**config.mk**
```make
export PLATFORM = sky130hd
export DESIGN_NAME = keypad_scanner
export DESIGN_NICKNAME = d
export VERILOG_FILES = /design/src/rtl/kps_pkg.sv /design/src/rtl/kps_col_walker.sv /design/src/rtl/kps_debounce.sv /design/src/rtl/kps_event_arb.sv /design/src/rtl/keypad_scanner.sv
export SDC_FILE = /design/constraint.sdc
export NUM_CORES = 2
export LEC_CHECK = 0
export BUFFER_PORTS_ARGS = -buffer_cell sky130_fd_sc_hd__buf_2
export CORE_ASPECT_RATIO = 1.1
export CORE_MARGIN = 8
export CORE_UTILIZATION = 60
export CTS_CLUSTER_SIZE = 24
export DETAILED_ROUTE_END_ITERATION = 16
export PLACE_DENSITY_LB_ADDON = 0.1
export REMOVE_ABC_BUFFERS = 1
export SLEW_MARGIN = 10
export SYNTH_ARGS = -nofsm -noshare
export SYNTH_HDL_FRONTEND = slang
export SYNTH_SLANG_ARGS = --single-unit
```
**constraint.sdc**
```tcl
create_clock -name clk -period 13.1 [get_ports clk]
set_input_delay 0.655 -clock clk [delete_from_list [all_inputs] [get_ports clk]]
set_output_delay 0.655 -clock clk [all_outputs]
set_load 0.005 [all_outputs]
```
**src/rtl/kps_pkg.sv**
```systemverilog
package kps_pkg;

  typedef enum logic [1:0] {
    SC_IDLE   = 2'd0,
    SC_SETTLE = 2'd1,
    SC_SAMPLE = 2'd2
  } kps_scan_e;

  // One-based, row-major key code; stride is the physical column count.
  function automatic logic [6:0] kps_code(int unsigned row, int unsigned col,
                                          int unsigned stride);
    return 7'(row * stride + col + 1);
  endfunction

endpackage

```
**src/rtl/kps_col_walker.sv**
```systemverilog
module kps_col_walker
  import kps_pkg::*;
#(
  parameter int NR     = 8,
  parameter int NC     = 10,
  parameter int SETTLE = 4
) (
  input  logic                        clk,
  input  logic                        rst_n,
  input  logic [NR-1:0]               row_low,
  input  logic [$clog2(NC+1)-1:0]     eff_cols,
  input  logic                        keep_alive,
  output logic [NC-1:0]               col_out,
  output logic [NR*NC-1:0]            raw_keys,
  output logic                        sweep_done
);
  localparam int CW   = $clog2(NC + 1);
  localparam int CIW  = (NC > 1) ? $clog2(NC) : 1;
  localparam int SW   = $clog2(SETTLE + 1);
  localparam int NK   = NR * NC;

  kps_scan_e           state;
  logic [CIW-1:0]      col_idx;
  logic [SW-1:0]       settle_cnt;
  logic [NK-1:0]       raw_q;
  logic [NK-1:0]       next_raw;
  logic                sweep_q;
  logic                any_row;
  logic                last_col;
  logic                wake;
  logic [NC-1:0]       idle_cols;

  assign any_row  = |row_low;
  assign last_col = (CW'(col_idx) == eff_cols - CW'(1));
  assign wake     = (eff_cols != '0) && (any_row || keep_alive);

  for (genvar c = 0; c < NC; c++) begin : g_idle
    assign idle_cols[c] = !(CW'(c) < eff_cols);
  end

  always_comb begin
    for (int c = 0; c < NC; c++) begin
      if (state == SC_IDLE) col_out[c] = idle_cols[c];
      else                  col_out[c] = (CIW'(c) != col_idx);
    end
  end

  // Merge the rows seen under the active column into the snapshot.
  always_comb begin
    next_raw = raw_q;
    for (int r = 0; r < NR; r++) begin
      for (int c = 0; c < NC; c++) begin
        if (CIW'(c) == col_idx) next_raw[r*NC + c] = row_low[r];
      end
    end
  end

  always_ff @(posedge clk or negedge rst_n) begin
    if (!rst_n) begin
      state      <= SC_IDLE;
      col_idx    <= '0;
      settle_cnt <= '0;
      raw_q      <= '0;
      sweep_q    <= 1'b0;
    end else begin
      sweep_q <= 1'b0;
      case (state)
        SC_IDLE: begin
          if (wake) begin
            state      <= SC_SETTLE;
            col_idx    <= '0;
            settle_cnt <= '0;
          end
        end
        SC_SETTLE: begin
          if (settle_cnt == SW'(SETTLE - 1)) state <= SC_SAMPLE;
          else settle_cnt <= settle_cnt + SW'(1);
        end
        SC_SAMPLE: begin
          raw_q      <= next_raw;
          settle_cnt <= '0;
          if (last_col) begin
            sweep_q <= 1'b1;
            col_idx <= '0;
            if ((|next_raw) || keep_alive) state <= SC_SETTLE;
            else                           state <= SC_IDLE;
          end else begin
            col_idx <= col_idx + CIW'(1);
            state   <= SC_SETTLE;
          end
        end
        default: state <= SC_IDLE;
      endcase
    end
  end

  assign raw_keys   = raw_q;
  assign sweep_done = sweep_q;


  one_low_chk: assert property (@(posedge clk) disable iff (!rst_n)
    (state != SC_IDLE) |-> ($countones(col_out) == NC - 1))
    else $error("more or fewer than one column low during scan");


  col_step_chk: assert property (@(posedge clk) disable iff (!rst_n)
    (state == SC_SAMPLE && !last_col) |=> (col_idx == $past(col_idx) + CIW'(1)))
    else $error("column walk skipped a column");


  sweep_wrap_chk: assert property (@(posedge clk) disable iff (!rst_n)
    sweep_done |-> ($past(CW'(col_idx)) == eff_cols - CW'(1)))
    else $error("sweep ended before the last enabled column");


  idle_hold_chk: assert property (@(posedge clk) disable iff (!rst_n)
    (state == SC_IDLE && !any_row && !keep_alive) |=> (state == SC_IDLE))
    else $error("scan started without row activity");
endmodule

```
**src/rtl/kps_debounce.sv**
```systemverilog
module kps_debounce #(
  parameter int NK  = 80,
  parameter int DEB = 25
) (
  input  logic          clk,
  input  logic          rst_n,
  input  logic [NK-1:0] raw,
  input  logic          sweep_done,
  input  logic          ms_tick,
  input  logic [NK-1:0] grant,
  output logic [NK-1:0] key_state,
  output logic [NK-1:0] pending,
  output logic          keep_alive
);
  localparam int CNTW = $clog2(DEB + 1);

  logic [NK-1:0] differs;

  for (genvar k = 0; k < NK; k++) begin : g_key
    logic            st;
    logic            df;
    logic            pd;
    logic [CNTW-1:0] cnt;

    always_ff @(posedge clk or negedge rst_n) begin
      if (!rst_n) begin
        st  <= 1'b0;
        df  <= 1'b0;
        pd  <= 1'b0;
        cnt <= '0;
      end else begin
        if (grant[k]) pd <= 1'b0;
        if (sweep_done) df <= raw[k] ^ st;
        if (sweep_done && (raw[k] == st)) begin
          cnt <= '0;
        end else if (ms_tick && df) begin
          if (cnt == CNTW'(DEB - 1)) begin
            st  <= ~st;
            df  <= 1'b0;
            cnt <= '0;
            pd  <= 1'b1;
          end else begin
            cnt <= cnt + CNTW'(1);
          end
        end
      end
    end

    assign key_state[k] = st;
    assign differs[k]   = df;
    assign pending[k]   = pd;
  end

  assign keep_alive = (|key_state) || (|differs) || (|pending);


  flip_on_tick_chk: assert property (@(posedge clk) disable iff (!rst_n)
    (key_state != $past(key_state)) |-> $past(ms_tick))
    else $error("debounced state changed without a millisecond tick");


  grant_pending_chk: assert property (@(posedge clk) disable iff (!rst_n)
    ((grant & ~pending) == '0))
    else $error("grant to a key with nothing to report");
endmodule

```
**src/rtl/kps_event_arb.sv**
```systemverilog
module kps_event_arb
  import kps_pkg::*;
#(
  parameter int NR = 8,
  parameter int NC = 10
) (
  input  logic             clk,
  input  logic             rst_n,
  input  logic [NR*NC-1:0] pending,
  input  logic [NR*NC-1:0] key_state,
  output logic [NR*NC-1:0] grant,
  output logic             evt_valid,
  output logic [7:0]       evt_data
);
  localparam int NK = NR * NC;
  localparam int KW = (NK > 1) ? $clog2(NK) : 1;

  logic [KW-1:0] sel;
  logic          found;

  // Lowest pending index wins.
  always_comb begin
    sel   = '0;
    found = 1'b0;
    for (int k = NK - 1; k >= 0; k--) begin
      if (pending[k]) begin
        sel   = KW'(k);
        found = 1'b1;
      end
    end
  end

  for (genvar k = 0; k < NK; k++) begin : g_grant
    assign grant[k] = found && (sel == KW'(k));
  end

  always_ff @(posedge clk or negedge rst_n) begin
    if (!rst_n) begin
      evt_valid <= 1'b0;
      evt_data  <= '0;
    end else begin
      evt_valid <= found;
      if (found)
        evt_data <= {key_state[sel],
                     kps_code(int'(sel) / NC, int'(sel) % NC, NC)};
    end
  end


  grant_onehot_chk: assert property (@(posedge clk) disable iff (!rst_n)
    $onehot0(grant))
    else $error("more than one key granted");


  code_range_chk: assert property (@(posedge clk) disable iff (!rst_n)
    evt_valid |-> (evt_data[6:0] != 7'd0 && int'(evt_data[6:0]) <= NK))
    else $error("key code out of range");


  evt_source_chk: assert property (@(posedge clk) disable iff (!rst_n)
    evt_valid |-> $past(|pending))
    else $error("event without a pending key");
endmodule

```
**src/rtl/keypad_scanner.sv**
```systemverilog
module keypad_scanner
  import kps_pkg::*;
#(
  parameter int MAX_ROWS      = 8,
  parameter int MAX_COLS      = 10,
  parameter int DEBOUNCE_MS   = 25,
  parameter int SETTLE_CYCLES = 4
) (
  input  logic                            clk,
  input  logic                            rst_n,
  input  logic [MAX_ROWS-1:0]             row_in,
  input  logic [$clog2(MAX_ROWS+1)-1:0]   num_rows,
  input  logic [$clog2(MAX_COLS+1)-1:0]   num_cols,
  input  logic                            ms_tick,
  output logic [MAX_COLS-1:0]             col_out,
  output logic                            evt_valid,
  output logic [7:0]                      evt_data
);
  // Key codes are 7 bits wide: MAX_ROWS*MAX_COLS must stay at or below 127.
  localparam int RW = $clog2(MAX_ROWS + 1);
  localparam int CW = $clog2(MAX_COLS + 1);
  localparam int NK = MAX_ROWS * MAX_COLS;

  logic [RW-1:0]       eff_rows;
  logic [CW-1:0]       eff_cols;
  logic [MAX_ROWS-1:0] row_mask;
  logic [NK-1:0]       key_en;
  logic [MAX_ROWS-1:0] row_s1, row_s2;
  logic [MAX_ROWS-1:0] row_low;
  logic [NK-1:0]       raw_keys;
  logic [NK-1:0]       raw_masked;
  logic                sweep_done;
  logic                keep_alive;
  logic [NK-1:0]       key_state;
  logic [NK-1:0]       pending;
  logic [NK-1:0]       grant;

  assign eff_rows = (num_rows > RW'(MAX_ROWS)) ? RW'(MAX_ROWS) : num_rows;
  assign eff_cols = (num_cols > CW'(MAX_COLS)) ? CW'(MAX_COLS) : num_cols;

  for (genvar r = 0; r < MAX_ROWS; r++) begin : g_row
    assign row_mask[r] = (RW'(r) < eff_rows);
    for (genvar c = 0; c < MAX_COLS; c++) begin : g_col
      assign key_en[r*MAX_COLS + c] = row_mask[r] && (CW'(c) < eff_cols);
    end
  end

  // Row lines come from the pad: two-stage synchronizer.
  always_ff @(posedge clk or negedge rst_n) begin
    if (!rst_n) begin
      row_s1 <= '1;
      row_s2 <= '1;
    end else begin
      row_s1 <= row_in;
      row_s2 <= row_s1;
    end
  end

  assign row_low    = ~row_s2 & row_mask;
  assign raw_masked = raw_keys & key_en;

  kps_col_walker #(
    .NR     (MAX_ROWS),
    .NC     (MAX_COLS),
    .SETTLE (SETTLE_CYCLES)
  ) u_walker (
    .clk        (clk),
    .rst_n      (rst_n),
    .row_low    (row_low),
    .eff_cols   (eff_cols),
    .keep_alive (keep_alive),
    .col_out    (col_out),
    .raw_keys   (raw_keys),
    .sweep_done (sweep_done)
  );

  kps_debounce #(
    .NK  (NK),
    .DEB (DEBOUNCE_MS)
  ) u_debounce (
    .clk        (clk),
    .rst_n      (rst_n),
    .raw        (raw_masked),
    .sweep_done (sweep_done),
    .ms_tick    (ms_tick),
    .grant      (grant),
    .key_state  (key_state),
    .pending    (pending),
    .keep_alive (keep_alive)
  );

  kps_event_arb #(
    .NR (MAX_ROWS),
    .NC (MAX_COLS)
  ) u_arb (
    .clk       (clk),
    .rst_n     (rst_n),
    .pending   (pending),
    .key_state (key_state),
    .grant     (grant),
    .evt_valid (evt_valid),
    .evt_data  (evt_data)
  );


  disabled_key_chk: assert property (@(posedge clk) disable iff (!rst_n)
    ((pending & ~key_en & ~key_state) == '0))
    else $error("press reported for a disabled key");


  idle_cols_chk: assert property (@(posedge clk) disable iff (!rst_n)
    (!keep_alive && row_low == '0 && $past(!keep_alive && row_low == '0)
     && $past(col_out) == col_out) |-> (evt_valid == 1'b0))
    else $error("event while quiet");
endmodule

```
=== Yosys cells after proc, flatten, opt, wreduce, memory -nomap -nowiden ===
Cells that the tools add are included.

* Word-level logic and storage cells: 2,602
* Input bits: 19
* Register bits after elaboration: 755

* Eq/ne operators: 264
* Bitwise operators: 243
* Multiply operators: 1
* Add/sub/neg operators: 85
* Reductions and logical operators: 510
* Order comparisons: 21
* Divide/modulo/power cells: 2
* Muxes and demuxes: 1,147

{| class="wikitable"
|+ Operator list
! kind !! number
|-
| two-way mux 5 bit || 240
|-
| two-way mux 1 bit || 815
|-
| two-way mux 7 bit || 80
|-
| adder 5 x 1 -> 5 bit (second input constant) || 80
|-
| == test 5 bit (second input constant) || 80
|-
| logical AND 1 bit || 321
|-
| OR reduction 80 bit || 4
|-
| AND reduction 3 bit || 81
|-
| == test 7 x 6 -> 1 bit (second input constant) || 32
|-
| nonzero test 2 bit || 81
|-
| inverter 1 bit || 160
|-
| == test 7 x 5 -> 1 bit (second input constant) || 16
|-
| == test 7 bit (second input constant) || 16
|-
| AND 80 bit || 1
|-
| == test 1 bit || 80
|-
| XOR 1 bit || 80
|-
| == test 7 x 4 -> 1 bit (second input constant) || 8
|-
| divider 8 x 5 -> 32 bit (second input constant) || 1
|-
| < comparator 3 x 4 -> 1 bit (first input constant) || 8
|-
| remainder unit 8 x 5 -> 32 bit (second input constant) || 1
|-
| multiplier 32 x 3 -> 6 bit (second input constant) || 1
|-
| == test 7 x 3 -> 1 bit (second input constant) || 4
|-
| == test 3 x 4 -> 1 bit (first input constant) || 4
|-
| < comparator 1 x 4 -> 1 bit (first input constant) || 4
|-
| 42 further kinds || 75
|}

=== Longest topological paths before layout ===
* Depth in word-level cells: 86
* Depth in mapped cells: 25

=== Modules after synthesis ===
Synthesis repeated with hierarchy kept, for this count alone.

* Cell total of the unflattened synthesis: 4,882
* Area total of the unflattened synthesis: 45,175.8 um2

{| class="wikitable"
|+ Modules (own cells, without submodules)
! module !! instances !! cells an instance !! area each (um2)
|-
| kps_debounce || 1 || 3,718 || 35,467.8
|-
| kps_col_walker || 1 || 468 || 4,939.7
|-
| kps_event_arb || 1 || 546 || 3,477.1
|-
| keypad_scanner || 1 || 150 || 1,291.2
|}

=== Worst setup path before layout ===
OpenSTA, ideal clock, no wires.

* Path type: register -> register
* From: reg u_debounce.g_key[68].pd
* To: reg u_arb.evt_data[5]
* Stages on the path, launching flop included: 25
* Data arrival time: 4.644 ns
* Slack: 8.330 ns
* Path through: dfrtp_1 -> nor3_1 -> o21ai_0 -> a211oi_1 -> o221ai_1 -> a211oi_1 -> o221a_2 -> buf_2 -> clkinv_1 -> buf_2 -> buf_2 -> ha_1 -> buf_2 -> o211ai_2 -> nor3b_2 -> inv_1 -> ha_1 -> ha_1 -> inv_1 -> fa_1 -> inv_1 -> ha_1 -> nand3b_1 -> o21ai_0 -> a311o_1

* Cells in the longest elaborated chain, start to end: 73
* Elaborated cells between the ends (all ways): 143

{| class="wikitable"
|+ RTL lines
! what !! line !! source
|-
| start, declared || kps_debounce.sv:22 || <nowiki>logic pd;</nowiki>
|-
| start signal, assigned || kps_debounce.sv:29 || <nowiki>pd <= 1'b0;</nowiki>
|-
| start signal, assigned || kps_debounce.sv:32 || <nowiki>if (grant[k]) pd <= 1'b0;</nowiki>
|-
| start signal, assigned || kps_debounce.sv:41 || <nowiki>pd <= 1'b1;</nowiki>
|-
| two-way mux 7 bit (69 in a row) || kps_event_arb.sv:26 || <nowiki>if (pending[k]) begin</nowiki>
|-
| divider 8 x 5 -> 32 bit || kps_event_arb.sv:45 || <nowiki>kps_code(int'(sel) / NC, int'(sel) % NC, NC)};</nowiki>
|-
| multiplier 32 x 3 -> 6 bit || kps_pkg.sv:12 || <nowiki>return 7'(row * stride + col + 1);</nowiki>
|-
| adder 7 bit || kps_pkg.sv:12 ||
|-
| adder 7 x 1 -> 7 bit || kps_pkg.sv:12 ||
|-
| end signal, assigned || kps_event_arb.sv:44 || <nowiki>evt_data <= {key_state[sel],</nowiki>
|-
| end, declared || kps_event_arb.sv:13 || <nowiki>output logic [7:0] evt_data</nowiki>
|}

Several ways; a longest one is shown, not always the timed one.
A chain may end at the register's enable or synchronous reset.

=== Worst setup path after layout ===
* From: reg u_debounce.g_key[66].pd
* To: reg u_arb.evt_data[5]

* Cells in the longest elaborated chain, start to end: 71
* Elaborated cells between the ends (all ways): 139

{| class="wikitable"
|+ RTL lines
! what !! line
|-
| start, declared || kps_debounce.sv:22
|-
| start signal, assigned || kps_debounce.sv:29
|-
| start signal, assigned || kps_debounce.sv:32
|-
| start signal, assigned || kps_debounce.sv:41
|-
| two-way mux 7 bit (67 in a row) || kps_event_arb.sv:26
|-
| divider 8 x 5 -> 32 bit || kps_event_arb.sv:45
|-
| multiplier 32 x 3 -> 6 bit || kps_pkg.sv:12
|-
| adder 7 bit || kps_pkg.sv:12
|-
| adder 7 x 1 -> 7 bit || kps_pkg.sv:12
|}

Several ways; a longest one is shown, not always the timed one.

==> metrics.yaml <==
grt:
  grt_pass1_vias: 31560
  antenna_found_initial: 3
  overflow: 0
  grt_pass1_wl_um: 183400
  grt_start_max_net_pins: 85
  grt_usage_pct: 30.52
die:
  core_um2: 67440
  start_util_pct: 60.50
  chipWidth_um: 264.6
  fp.dieH_um: 289.5
  ioPinCount: 38
  dieArea_um2: 76610
  rows: 100
power_and_ir_drop:
  p_leak_uw: 0.02091
  ir_worst_vdd_mv: 0.3842
  power_density_nw_per_um2: 293.4
  p_total_uw: 13060
worst_setup_path:
  end_kind: "register"
  critPathRequiredTime_ps: 13610
  arrival_ps: 6380
  crit_chain: "nor3_1 -> o21ai_0 -> a211oi_1 -> o221ai_1 -> a211oi_1 -> o221a_2 -> clkinv_1 -> ha_1 -> o211ai_2 -> nor3b_2 -> inv_1 -> ha_1 -> ha_1 -> inv_1 -> fa_1 -> inv_1 -> ha_1 -> nand3b_1 -> o21ai_0 -> a311o_1"
  crit_fanout: 18
  max_stage_delay_ps: 720
  cp_slowest_cell: "o221a_2"
  path_common_cell: "ha_1"
  path_class: "reg2reg"
  cp-start-kind: "register"
sta:
  tightest_slew_ps: 1157
  clock.fmax_ghz: 0.1703
  rsz0062_at_grt: "false"
  finalCritPeriodShare_pct: 44.81
  clock_skew_ps: 25.96
  relSlewSlack_pct: 22.55
  fin_crit_ps: 5870
  tns_ps: 0
  hold_viol: 0
  setup_viol: 0
  drv_slew: 0
logic_synthesis:
  synth_top_area_cell: "dfrtp_1"
  seq_area_frac_synth_pct: 46.36
  synthTopCellsByArea: "dfrtp_1, xor2_1, ha_1"
  ys_types: 85
  synth_cells: 4490
  post-synth-top-count-cell: "dfrtp_1"
  synthFlopType: "dfrtp_1"
  postSynthAreaPerCell_um2: 9.086
  synth_common_cells: "dfrtp_1, nor2_1, nand2_1"
  synth_seq_cells: 755
  netlist_area_um2: 40800
  yosysTopAreaCellShare_pct: 45.33
  synth-async-reset-ratio_pct: 100.0
  yosysWarnings: 0
  synth_edf_count: 0
routing:
  first_pass_iters: 6
  wl_per_cell_um: 21.70
  top_layer: "met5"
  viasPerCell: 6.150
  wl_met3_um: 8688
  wl_um: 117600
  wl_met1_um: 50290
  drtIter0Drc: 2964
  drc: 0
  vias: 33340
  dr_wl_met2_um: 53250
  ant_nets: 0
finish:
  multi_input_area_um2: 20590
  syn2layout_area_growth_pct: 9.142
  diodes: 0
  finalNetCount: 4691
  drive_above_1_share_pct: 5.403
  nFillCells: 5657
  seq_area_um2: 18920
placement:
  io_buffers: 37
  place.detailed.hpwl_um: 86740
  finalWeightedCongestion: 1.019
hold_path:
  min_path_type: "in2reg"
cts:
  cts_tree: "yes"
  clock-root-buffer: "clkbuf_16"
  cts-buffers-inserted: 81
  htreeDepth: 3
  cts.reportedPaths.clkPinSlew_ps: 60
  insertion_delay_ps: 630
  clock_sinks: 755
  postCtsResizedCells: 0
  cts_buffer_depth: 3
job:
  maxCapViolCount: 0
run_status:
  status: "finished, final reports clean"
-- area by class of cell --
cell class | count | area share (%)
multi-input cells | 3393 | 46.24
flip-flops and latches | 755 | 42.48
clock buffers | 120 | 5.460
well taps | 867 | 2.436
inverters | 192 | 1.619
repair buffers | 66 | 0.9469
clock inverters | 27 | 0.8121
-- cell families after synthesis --
family / count (synthesis) / share of synthesized area [%]
AND/OR/NAND/NOR: 2072 / 25.48
buffers and inverters: 342 / 3.205
XOR/XNOR: 333 / 7.149
other: 1 / 0.009192
multiplexers: 40 / 0.9937
adder cells (fa/ha/maj): 183 / 5.631
AO/OA/AOI/OAI: 764 / 11.17
flip-flops: 755 / 46.36
-- timing repair --
| action | CTS | global route |
|---|---|---|
| hold buffers | 1 | 0 |
| endpoints found under the setup margin | 0 | 0 |
| buffers inserted | 0 | 0 |
| endpoints found under the hold margin | 46 | 0 |
-- metal layers --
layer | GRT usage (%) | vias to the layer above
met1 | 41.02 | 16250
met4 | 12.90 | 4
met2 | 48.36 | 1119
met3 | 6.007 | 291
met5 | 0 | -
li1 | - | 15670
-- state kept, by name, summed over array words and instances, names as in the netlist --
register,count
u_debounce.g_key.cnt,400
u_walker.settle_cnt,3
u_debounce.g_key.pd,80
row_s1,8
u_walker.raw_keys,80
u_walker.sweep_done,1
u_debounce.g_key.df,80
u_walker.col_idx,4
row_s2,8
u_arb.evt_valid,1
u_arb.evt_data,8
u_debounce.g_key.st,80
u_walker.state,2
-- worst paths after layout --
path	startpoint	to	slack, ps	depth (start not counted)
setup reg to reg	u_debounce.g_key[66].pd	u_arb.evt_data[5]	7230	20
hold reg to reg	row_s1[0]	row_s2[0]	360	0
hold / removal	row_in[5]	row_s1[5]	120	1
min in group asynchronous	rst_n	u_debounce.g_key[15].cnt[1]	520	2
max in group asynchronous	rst_n	u_debounce.g_key[50].cnt[2]	9530	5
setup / recovery	u_debounce.g_key[66].pd	u_arb.evt_data[5]	7230	20
-- cell usage in the layout, fill, tap and decap left out, drive strengths merged, types with 21 or more instances in the layout --
| cell type | count |
|---|---|
| ha | 182 |
| clkbuf | 120 |
| o31ai | 24 |
| inv | 191 |
| a21o | 72 |
| nand4 | 154 |
| buf | 65 |
| nor3 | 154 |
| nand2 | 486 |
| clkinv | 21 |
| nand3 | 241 |
| nand4b | 39 |
| xnor2 | 32 |
| mux2i | 36 |
| xor2 | 301 |
| o22ai | 33 |
| a31oi | 37 |
| nor4 | 71 |
| or3 | 22 |
| and4b | 68 |
| nand2b | 60 |
| and2 | 129 |
| a21oi | 276 |
| o21ai | 214 |
| nor2 | 566 |
| dfrtp | 739 |
-- per-stage QoR --
stage                     worst slack (ps)  instances  util [%]  instance area (µm²)  hold slack (ps)
after detailed placement              7352       5272     61.87                41730            347.5
final                                 7230       5420     66.03                44530            117.2
after global placement                7515       5272     61.87                41730            345.6
after global routing                  6985       5420     66.03                44530            99.71
after CTS                             7359       5420     66.03                44530            87.92
after floorplan                       7751       4340         -                40210            345.2
-- report_power, final --
part	switching, µW	internal [µW]
clock network	965	1430
registers	1110	3280
logic	3880	2400
-- worst max-delay path: cells and delay by family (launching register included) --
| family | cells | cell delay (ps) |
|---|---|---|
| compound gates | 8 | 2730 |
| simple gates | 3 | 800 |
| buf+inv | 4 | 410 |
| fa+ha+maj | 5 | 1380 |
| flops | 1 | 420 |
Power figures use the tool's default switching activity.
